**src/rtl/uart_fifo_csr_pkg.sv**
```systemverilog
package uart_fifo_csr_pkg;
    localparam int NDIR       = 2;
    localparam int DIR_RX     = 0;
    localparam int DIR_TX     = 1;
    // Bit positions are base + direction index (rx = 0, tx = 1)
    localparam int FLUSH_BASE = 6;
    localparam int EMPTY_BASE = 6;
    localparam int EN_BASE    = 0;
    localparam int FLAG_BASE  = 0;
    localparam logic SEL_CTRL = 1'b0;
    localparam logic SEL_STAT = 1'b1;

    typedef struct packed {
        logic [NDIR-1:0] irq_en;
        logic [NDIR-1:0] flush;
        logic            irq;
    } csr_state_t;
endpackage

```
**src/rtl/uart_fcsr_flag.sv**
```systemverilog
module uart_fcsr_flag (
    input  logic clk,
    input  logic rst_n,
    input  logic set_i,
    input  logic clr_i,
    output logic flag_o
);
    logic flag_d, flag_q;

    always_comb begin
        flag_d = flag_q;
        if (clr_i) flag_d = 1'b0;
        if (set_i) flag_d = 1'b1;   // a new event outranks a clear
    end

    always_ff @(posedge clk or negedge rst_n) begin
        if (!rst_n) flag_q <= 1'b0;
        else        flag_q <= flag_d;
    end

    assign flag_o = flag_q;
endmodule

```
**src/rtl/uart_fcsr_empty.sv**
```systemverilog
module uart_fcsr_empty #(
    parameter int CNT_W = 5
) (
    input  logic             clk,
    input  logic             rst_n,
    input  logic [CNT_W-1:0] count_i,
    input  logic             flush_now_i,
    input  logic             flush_hold_i,
    output logic             empty_o
);
    logic empty_d, empty_q;

    always_comb begin
        empty_d = (count_i == '0);
        if (flush_now_i || flush_hold_i) empty_d = 1'b1;
    end

    always_ff @(posedge clk or negedge rst_n) begin
        if (!rst_n) empty_q <= 1'b1;
        else        empty_q <= empty_d;
    end

    assign empty_o = empty_q;
endmodule

```
**src/rtl/uart_fifo_csr.sv**
```systemverilog
module uart_fifo_csr
    import uart_fifo_csr_pkg::*;
#(
    parameter int DEPTH = 16,
    parameter int CNT_W = $clog2(DEPTH + 1)
) (
    input  logic             clk,
    input  logic             rst_n,
    input  logic             bus_sel,
    input  logic             bus_we,
    input  logic [7:0]       bus_wdata,
    output logic [7:0]       bus_rdata,
    input  logic [CNT_W-1:0] tx_count,
    input  logic             tx_push,
    input  logic [CNT_W-1:0] rx_count,
    input  logic             rx_pop,
    output logic             tx_flush,
    output logic             rx_flush,
    output logic             irq
);
    localparam logic [CNT_W-1:0] FULL_CNT = CNT_W'(DEPTH);

    csr_state_t      st_d, st_q;
    logic            wr_ctrl, wr_stat;
    logic [CNT_W-1:0] cnt_a [NDIR];
    logic [NDIR-1:0] evt, flag, empty;
    logic [7:0]      ctrl_byte, status_byte;
    logic            unused_rsvd;

    assign wr_ctrl = bus_we && (bus_sel == SEL_CTRL);
    assign wr_stat = bus_we && (bus_sel == SEL_STAT);
    assign unused_rsvd = ^bus_wdata[5:2];

    assign cnt_a[DIR_RX] = rx_count;
    assign cnt_a[DIR_TX] = tx_count;
    assign evt[DIR_RX]   = rx_pop  && (rx_count == '0);
    assign evt[DIR_TX]   = tx_push && (tx_count == FULL_CNT);

    always_comb begin
        st_d = st_q;
        for (int i = 0; i < NDIR; i++) begin
            st_d.flush[i] = wr_ctrl && bus_wdata[FLUSH_BASE + i];
            if (wr_ctrl) st_d.irq_en[i] = bus_wdata[EN_BASE + i];
        end
        st_d.irq = |(flag & st_q.irq_en);
    end

    always_ff @(posedge clk or negedge rst_n) begin
        if (!rst_n) st_q <= '0;
        else        st_q <= st_d;
    end

    for (genvar g = 0; g < NDIR; g++) begin : g_dir
        uart_fcsr_flag u_flag (
            .clk    (clk),
            .rst_n  (rst_n),
            .set_i  (evt[g]),
            .clr_i  (wr_stat && bus_wdata[FLAG_BASE + g]),
            .flag_o (flag[g])
        );
        uart_fcsr_empty #(.CNT_W(CNT_W)) u_empty (
            .clk          (clk),
            .rst_n        (rst_n),
            .count_i      (cnt_a[g]),
            .flush_now_i  (st_d.flush[g]),
            .flush_hold_i (st_q.flush[g]),
            .empty_o      (empty[g])
        );
    end

    always_comb begin
        ctrl_byte = '0;
        status_byte = '0;
        for (int i = 0; i < NDIR; i++) begin
            ctrl_byte[EN_BASE + i]      = st_q.irq_en[i];
            status_byte[EMPTY_BASE + i] = empty[i];
            status_byte[FLAG_BASE + i]  = flag[i];
        end
    end

    assign bus_rdata = (bus_sel == SEL_STAT) ? status_byte : ctrl_byte;
    assign tx_flush  = st_q.flush[DIR_TX];
    assign rx_flush  = st_q.flush[DIR_RX];
    assign irq       = st_q.irq;
endmodule

```
**config.mk**
```make
export PLATFORM = sky130hd
export DESIGN_NAME = uart_fifo_csr
export DESIGN_NICKNAME = d
export VERILOG_FILES = /design/src/rtl/uart_fifo_csr_pkg.sv /design/src/rtl/uart_fcsr_flag.sv /design/src/rtl/uart_fcsr_empty.sv /design/src/rtl/uart_fifo_csr.sv
export SDC_FILE = /design/constraint.sdc
export NUM_CORES = 1
export LEC_CHECK = 0
export ABC_AREA = 1
export BUFFER_PORTS_ARGS = -buffer_cell sky130_fd_sc_hd__buf_2
export CORE_AREA = 2 2 39 41
export CTS_CLUSTER_DIAMETER = 200
export CTS_CLUSTER_SIZE = 8
export DETAILED_ROUTE_END_ITERATION = 10
export DIE_AREA = 0 0 41 43
export PLACE_DENSITY = 0.75
export SLEW_MARGIN = 20
export SYNTH_ARGS = -nofsm -noshare
export SYNTH_HDL_FRONTEND = slang
export SYNTH_SLANG_ARGS = --single-unit
```
**constraint.sdc**
```tcl
create_clock -name clk -period 1.5 [get_ports clk]
set_input_delay 0.3 -clock clk [delete_from_list [all_inputs] [get_ports clk]]
set_output_delay 0.3 -clock clk [all_outputs]
set_load 0.01 [all_outputs]
```
==> run metrics, run 1 <==
chip width=41 microns; Die Area=0.001763 sq mm; mapped cell area=456.7 sq um; Cells after DPL=94; Final Skew=1.440 ps; Power Dens Cells=914.9 mW/mm^2; First-pass DRT Iterations=2; leading area contributor after synthesis=dfrtp_1; CP Capture Type=output port; Clock Path Buffers=2; routed vias=408; diode count=0; Synth cell types=16; gr usage total=11.84%; max cap viols=0; depth of the CTS H-tree=1; VDD IR max=0.0003317 V; number of global-route vias before repair=338; setup_tns=0 ps; fill count=139; Finished Layout Cells=99; Setup CP Type=reg -> out; largest net degree at the start of global routing=10; detailed-placement wirelength estimate=727.6 microns; share of Yosys cell area claimed by the top area cell type=38.36%; status=complete, no violations; layout cells sized above 1=39.76%; synthesized area per cell=8.457 sq um; worst skew pair latency=250 ps; Remaining Overflow, GRT=0; Placer Congestion=0.6637; clock slew at reported path FFs=60 ps; Final Max Tran Viols=0; clk sinks=9; nets=108; cell count after synthesis=54; WL per Instance=8.939 microns; crit-path cells=nand2_1 -> inv_1 -> buf_2; die height=43 microns; DRC violations left=0; Hold Slack=295.3 ps; Yosys warning count=0; path category of the worst min-delay check=in -> reg; DR iter-0 viols=4; first-pass GRT wire length=1.324 mm; cell area after layout=613.1 sq um; placed inst area=576.8 sq um; Post-CTS Setup Bufs=0; drt total wl=885 microns; Buffers on Ports=26; endpoints failing hold=0; WP data required=1200 ps; cell leakage power=0.3766 nW; crit path DAT=970 ps; Final Cycle Share=84.66%; sequential share of the synthesized area=49.86%; Worst Setup Slack, final=230.1 ps; post-synthesis register bit count=9; Place WS=450.3 ps; final antenna-violating net count=0; Slowest cell on crit path=dfstp_2; final setup fails=0; unrepaired setup endpoints after global routing=false; TritonCTS buffer count=3; min Tclk post-route=1270 ps; PnR Total Power=560.9 uW; core area=0.001384 sq mm; Vias/cell=4.121; Crit Path Max Fanout=1; Startpoint Class=flip-flop; top post-synthesis cells by area=dfrtp_1 38%, dfstp_2 12%, nand3_1 6.6%; Initial Util=33.00%; fmax=787.5 MHz; utilization after layout=44.30%; Area growth syn-to-layout=34.25%; CTS tree=yes; Root Driver=clkbuf_4; CP max stage delay=520 ps; initial antenna violation count=0; # IOs=35; # rows=14; flop2flop setup slack=780 ps
-- sequential cells by signal (all words and copies together), names as in the netlist --
name / cells
g_dir.u_empty.empty_o: 2
irq: 1
g_dir.u_flag.flag_o: 2
tx_flush: 1
rx_flush: 1
ctrl_byte: 2
-- final cells by class --
cell class                      instances  area (sq um)  share of cell area (%)
Timing Repair Buffer                   27         140.1                   22.86
Inverter                                9         33.78                   5.510
Sequential cell                         9         227.7                   37.14
Multi-Input combinational cell         34         165.2                   26.94
Tap cell                               16         20.02                   3.265
Clock buffer                            4         26.28                   4.286
-- cell families after synthesis --
group / Yosys count / synth area share (%)
buf+inv: 14 / 16.44
flops: 9 / 49.86
simple gates: 25 / 26.57
other cells: 1 / 0.8211
compound gates: 5 / 6.302
-- path summary, 6_finish.rpt --
path / start / cells after the start / end
min: bus_wdata[7] / 3 / tx_flush
min reg2reg: rx_flush / 1 / g_dir[0].u_empty.empty_o
max reg2reg: g_dir[1].u_flag.flag_o / 1 / irq
max: g_dir[0].u_empty.empty_o / 3 / bus_rdata[6]
min in group asynchronous: rst_n / 2 / irq
max in group asynchronous: rst_n / 2 / g_dir[0].u_empty.empty_o
-- worst max-delay path: cells and delay by family, from the launching register on --
kind | cells | cell delay (ps)
buffers and inverters | 2 | 160
DFF | 1 | 520
and+or+nand+nor | 1 | 40
-- placed cells by master (no fill, tap or decap), drive strengths merged --
cell / synthesis / layout
a21oi: 2 / 2
a22o: 1 / 1
buf: 5 / 26
clkbuf: 0 / 4
conb: 1 / 4
dfrtp: 7 / 7
dfstp: 2 / 2
dlygate4sd3: 0 / 1
inv: 9 / 9
nand2: 9 / 9
nand3: 6 / 6
nand3b: 2 / 2
nand4: 2 / 2
nor2: 6 / 6
o21ai: 2 / 2
-- synthesized netlist by cell type (all sizes together) --
cell type and instances:
nand2 9, a22o 1, nand4 2, buf 5
nand3 6, dfstp 2, a21oi 2, dfrtp 7
nor2 6, nand3b 2, conb 1, o21ai 2
inv 9
-- where the power goes --
group / leakage (nW) / switching (mW) / internal (mW) / total (mW)
logic: 0.252 / 0.0552 / 0.0464 / 0.102
clock network: 0.0150 / 0.0810 / 0.102 / 0.183
registers: 0.110 / 0.00939 / 0.267 / 0.276
total: 0.377 / 0.146 / 0.415 / 0.561
-- metal layers --
metal	up-vias	GRT usage (%)	wire [microns]
li1	219	-	-
met1	175	12.21	357
met2	12	17.50	457
met3	2	3.141	52
met4	0	12.00	18
met5	-	0	0
-- timing repair --
| action | in CTS | in global routing |
|---|---|---|
| resized for setup | 0 | 0 |
| hold buffers | 1 | 0 |
| setup endpoints to repair | 0 | 0 |
| endpoints found under the hold margin | 7 | 0 |
No activity file was read; power rests on OpenSTA's default activity.
==> run 2: changes to the inputs <==
==> constraint.sdc (replaced) <==
create_clock -name clk -period 1.3 [get_ports clk]
set_input_delay 0.26 -clock clk [delete_from_list [all_inputs] [get_ports clk]]
set_output_delay 0.26 -clock clk [all_outputs]
set_load 0.01 [all_outputs]
==> run 2 against run 1 <==
  * Design area stayed put
  * Clock skew hardly changed
  * Register-to-register slack worse by 200 ps
  * Die area stayed put
  * Total power rose by 15%
  * First-iteration DRC count increased by 130%
  * Global-route usage down 0.10 points
  * Largest cell class unchanged
==> run metrics, run 2 (synthesized netlist as in run 1, its figures left out) <==
endpoints failing hold=0 (unchanged); most frequent cells in the layout=26 x buf_2, 8 x nand2_1, 8 x inv_1; final setup fails=0 (unchanged); CP max stage delay=510 ps (about the same); core area=0.001384 sq mm (unchanged); crit path DAT=970 ps (about the same); reg2reg start=g_dir[1].u_flag.flag_o; crit-path cells=nand2_1 -> inv_1 -> buf_2; chip width=41 microns (unchanged); CTS tree=yes; Initial Util=33.00% (unchanged); gr usage total=11.74% (-0.10 points); depth of the CTS H-tree=1 (unchanged); fmax=810.5 MHz; Multi-input gate area=165.2 sq um (unchanged); Final Max Tran Viols=0 (unchanged); drt total wl=887 microns (+0.23%); diode count=0 (unchanged); Placer Congestion=0.6625 (-0.18%); Die Area=0.001763 sq mm (unchanged); Switch Pwr=166.4 uW (+14%); clk sinks=9 (unchanged); Place WS=325.4 ps (-124.9 ps); detailed-placement wirelength estimate=735.4 microns (+1.1%); max cap viols=0 (unchanged); register share of total power=49.3% (about the same); final antenna-violating net count=0 (unchanged); largest net degree at the start of global routing=10 (unchanged); VDD IR max=0.0003857 V (+16%); Startpoint Class=flip-flop; initial antenna violation count=0 (unchanged); unrepaired setup endpoints after global routing=true; Cells after DPL=94 (unchanged); Finished Layout Cells=99 (unchanged); CP Capture Type=output port; delay-heaviest family, CP=flip-flops; Setup CP Type=reg -> out; min Tclk post-route=1234 ps; Vias/cell=4.141 (+0.49%); commonest non-fill, non-tap cell in the layout=buf_2; HP Start=rx_count[0]; nets=108 (unchanged); Buffers on Ports=26 (unchanged); First-pass DRT Iterations=3 (+1); # IOs=35 (unchanged); path category of the worst min-delay check=in -> reg; fill count=140 (+0.72%); Seq. cell area=227.7 sq um (unchanged); Clk pwr share=32.3% (-0.4 points); Final Cycle Share=94.90%; cell leakage power=0.3767 nW (about the same); clock slew at reported path FFs=60 ps (about the same); Slowest cell on crit path=dfstp_2; DRC violations left=0 (unchanged); TritonCTS buffer count=3 (unchanged); Gate power share=18.4% (+0.3 points); Area growth syn-to-layout=34.25% (unchanged); WL per Instance=8.960 microns (+0.23%); Final Skew=1.317 ps (-0.1229 ps); Buf/Inv on CP=2 (unchanged); DR iter-0 viols=9 (+5); status=complete, no violations; Power Dens Cells=1053 mW/mm^2 (+15%); internal power=479.4 uW (+15%); sw frac=25.76% (-0.19 points); worst skew pair latency=250 ps (about the same); utilization after layout=44.30% (unchanged); Remaining Overflow, GRT=0 (unchanged); PnR Total Power=645.8 uW (+15%); routed vias=410 (+0.49%); Worst Setup Slack, final=66.25 ps (-163.9 ps); number of global-route vias before repair=357 (+5.6%); crit path launch=g_dir[0].u_empty.empty_o; Crit Path Max Fanout=1 (unchanged); Root Driver=clkbuf_4; Clock Path Buffers=2 (unchanged); # rows=14 (unchanged); WP data required=1040 ps (-160 ps); first-pass GRT wire length=1.373 mm (+3.7%); die height=43 microns (unchanged); layout cells sized above 1=39.76% (unchanged)
==> run 2: cell counts in the layout (fill, tap and decap cells not counted) <==
No cell type changed its count.
==> run 2: what timing repair did <==
item / in CTS / in global routing
gates resized for setup: 0 / 1
endpoints found under the hold margin: 7 / 0
hold buffers: 1 / 0
buffers inserted: 0 / 0
setup endpoints to repair: 0 / 2
==> run 2: per-layer routing <==
layer / part of all wire [%] / up-vias / track usage (%)
li1: - / 218 / -
met1: 42 / 178 / 12.21
met2: 51 / 12 / 19.06
met3: 4.7 / 2 / 1.571
met4: 1.9 / 0 / 10.00
met5: 0 / - / 0
==> run 2: final timing paths <==
check,endpoint,slack (ps),cells after the start
setup / recovery,bus_rdata[6],70,3
setup reg to reg,irq,580,1
hold / removal,g_dir[0].u_empty.empty_o,260,4
min in group asynchronous,g_dir[0].u_flag.flag_o,390,2
hold reg to reg,g_dir[0].u_empty.empty_o,470,1
max in group asynchronous,g_dir[1].u_empty.empty_o,670,2
==> run 2: final cells by class <==
class,count,area share [%]
clock buffers,4,4.286
multi-input cells,34,26.94
well taps,16,3.265
repair buffers,27,22.86
flip-flops and latches,9,37.14
inverters,9,5.510
==> run 2: metrics by stage <==
stage / hold slack (ps) / setup TNS (ps) / cell area, sq um
floorplan: -35.59 / 0 / 467.9
global placement: 115.3 / 0 / 576.8
detailed placement: 116.8 / 0 / 576.8
CTS: 253.2 / 0 / 613.1
global route: 256.4 / -18.37 / 613.1
finish: 256.9 / 0 / 613.1
==> run 2: power by group through the flow <==
stage	Sequential, mW	Combinational [mW]	Clock [mW]
final	0.319	0.119	0.208
after global routing	0.321	0.137	0.235
after CTS	0.319	0.120	0.215
after detailed placement	0.324	0.117	0
after global placement	0.323	0.113	0
after floorplan	0.325	0.0661	0
==> run 3: changes to the inputs <==
--- a/config.mk
+++ b/config.mk
@@ -7,11 +7,10 @@
 export LEC_CHECK = 0
 export ABC_AREA = 1
 export BUFFER_PORTS_ARGS = -buffer_cell sky130_fd_sc_hd__buf_2
-export CORE_AREA = 2 2 39 41
+export CORE_UTILIZATION = 33
 export CTS_CLUSTER_DIAMETER = 200
 export CTS_CLUSTER_SIZE = 8
 export DETAILED_ROUTE_END_ITERATION = 10
-export DIE_AREA = 0 0 41 43
 export PLACE_DENSITY = 0.75
 export SLEW_MARGIN = 20
 export SYNTH_ARGS = -nofsm -noshare
==> constraint.sdc (replaced) <==
create_clock -name clk -period 1.1 [get_ports clk]
set_input_delay 0.22 -clock clk [delete_from_list [all_inputs] [get_ports clk]]
set_output_delay 0.22 -clock clk [all_outputs]
set_load 0.01 [all_outputs]
==> run 3 against run 2 <==
  * The flow now finishes with violations (negative setup slack)
  * Core utilization grew 5.4 points
  * Clock skew is essentially flat
  * Flip-flop and latch count is the same
  * Critical path depth is the same
  * Worst setup slack lost 170 ps
  * First-iteration DRC count shrank 78%
  * Design area grew 5.5%
  * Clock-buffer cell count is the same
  * Register-to-register slack lost 310 ps
  * Worst hold slack lost 49 ps
  * Critical endpoint unchanged
==> run metrics, run 3 (synthesized netlist as in run 1, its figures left out) <==
CTS tree=yes; Setup CP Type=reg -> out; # rows=13 (-1); nets=111 (+2.8%); Area growth syn-to-layout=41.64%; Switch Pwr=208.8 uW (+26%); HP Start=tx_count[4]; endpoints failing hold=0 (unchanged); unrepaired setup endpoints after global routing=true; cell leakage power=0.3931 nW (+4.4%); path category of the worst min-delay check=in -> reg; internal power=585.2 uW (+22%); Startpoint Class=flip-flop; depth of the CTS H-tree=1 (unchanged); crit path DAT=980 ps (about the same); CP Capture Type=output port; First-pass DRT Iterations=4 (+1); clk sinks=9 (unchanged); Crit Path Max Fanout=1 (unchanged); Buffers on Ports=26 (unchanged); max cap viols=0 (unchanged); reg2reg start=ctrl_byte[1]; Root Driver=clkbuf_4; Final Cycle Share=109.1%; sw frac=26.30% (+0.54 points); Initial Util=35.10% (+2.1 points); Final Max Tran Viols=0 (unchanged); Die Area=0.001537 sq mm (-13%); worst skew pair latency=260 ps (about the same); Power Dens Cells=1227 mW/mm^2 (+17%); Slowest cell on crit path=dfstp_2; core area=0.001301 sq mm (-6.0%); Place WS=169.9 ps (-155.5 ps); die height=39.20 microns (-8.8%); fmax=833.0 MHz; clock slew at reported path FFs=60 ps (about the same); crit-path cells=nand2_1 -> inv_1 -> buf_6; most frequent cells in the layout=24 x buf_2, 8 x nand2_1, 8 x inv_1; first-pass GRT wire length=1.380 mm (+0.51%); drt total wl=951 microns (+7.2%); crit path launch=g_dir[0].u_empty.empty_o; routed vias=444 (+8.3%); largest net degree at the start of global routing=10 (unchanged); layout cells sized above 1=41.86% (+2.1 points); Remaining Overflow, GRT=0 (unchanged); Final Skew=0.8787 ps (-0.4386 ps); DR iter-0 viols=2 (-7); final antenna-violating net count=0 (unchanged); TritonCTS buffer count=3 (unchanged); Placer Congestion=0.7647 (+15%); Vias/cell=4.396 (+6.1%); initial antenna violation count=0 (unchanged); chip width=39.20 microns (-4.4%); Clock Path Buffers=2 (unchanged); VDD IR max=0.0004019 V (+4.2%); diode count=0 (unchanged); detailed-placement wirelength estimate=762.5 microns (+3.7%); final setup fails=4 (+4); gr usage total=14.34% (+2.6 points); CP max stage delay=510 ps (about the same); Gate power share=20.6% (+2.2 points); # IOs=35 (unchanged); Clk pwr share=32.0% (-0.3 points); utilization after layout=49.71% (+5.4 points); Hold Slack=207.5 ps (-49.40 ps); WL per Instance=9.416 microns (+5.1%); violated checks=negative setup slack; status=finished with violations; Worst Setup Slack, final=-100.5 ps (-166.8 ps); DRC violations left=0 (unchanged); commonest non-fill, non-tap cell in the layout=buf_2; WP data required=880 ps (-160 ps); register share of total power=47.4% (-1.9 points); min Tclk post-route=1201 ps; number of global-route vias before repair=389 (+9.0%)
run 3: cell types whose count changed in the layout (fill, tap and decap cells not counted):
cell,before,now
buf_2,26,24
buf_4,0,3
buf_6,0,2
o21ai_0,1,2
o21ai_1,1,0
run 3: repair_timing:
| action | in CTS | in global routing |
|---|---|---|
| setup buffers | 3 | 0 |
| hold buffers | 1 | 0 |
| gates resized for setup | 0 | 2 |
| endpoints found under the setup margin | 4 | 4 |
| endpoints found under the hold margin | 7 | 0 |
run 3: path summary, 6_finish.rpt:
| kind | end | slack [ps] | cells past startpoint |
|---|---|---|---|
| setup / recovery | bus_rdata[6] | -100 | 3 |
| hold / removal | g_dir[1].u_empty.empty_o | 210 | 3 |
| setup reg to reg | irq | 270 | 2 |
| hold reg to reg | g_dir[0].u_empty.empty_o | 480 | 1 |
| max in group asynchronous | g_dir[1].u_empty.empty_o | 520 | 2 |
| min in group asynchronous | irq | 340 | 2 |
run 3: critical path, delay by kind of cell (launching register included):
kind | cells | cell delay (ps)
buffers and inverters | 2 | 160
DFF | 1 | 510
and+or+nand+nor | 1 | 50
run 3: layout make-up:
class | count | area, sq um
clock buffer | 4 | 26.28
fill | 129 | 654.4
inverter | 9 | 33.78
multi-input combinational | 34 | 165.2
sequential | 9 | 227.7
tap | 15 | 18.77
timing repair buffer | 30 | 175.2
run 3: stage by stage:
stage               cells  TNS, ps  total power, mW  area [sq um]
floorplan              57        0           0.4626         467.9
global placement       93        0           0.5145         575.6
detailed placement     93        0           0.5213         575.6
CTS                   101   -340.3           0.7999         634.4
global route          101   -583.7           0.8497         646.9
finish                101   -299.3           0.7940         646.9
run 3: power by group through the flow:
stage / combinational [mW] / clock, mW / sequential (mW)
final: 0.164 / 0.254 / 0.376
after global routing: 0.184 / 0.287 / 0.379
after CTS: 0.160 / 0.264 / 0.375
after detailed placement: 0.138 / 0 / 0.384
after global placement: 0.133 / 0 / 0.382
after floorplan: 0.0781 / 0 / 0.384
run 3: routing by layer:
metal	vias to the layer above	GRT usage, %	wire length [microns]
met5	-	0	0
met4	0	13.79	0
met3	0	1.734	37
met2	16	27.92	566
met1	200	11.74	348
li1	228	-	-
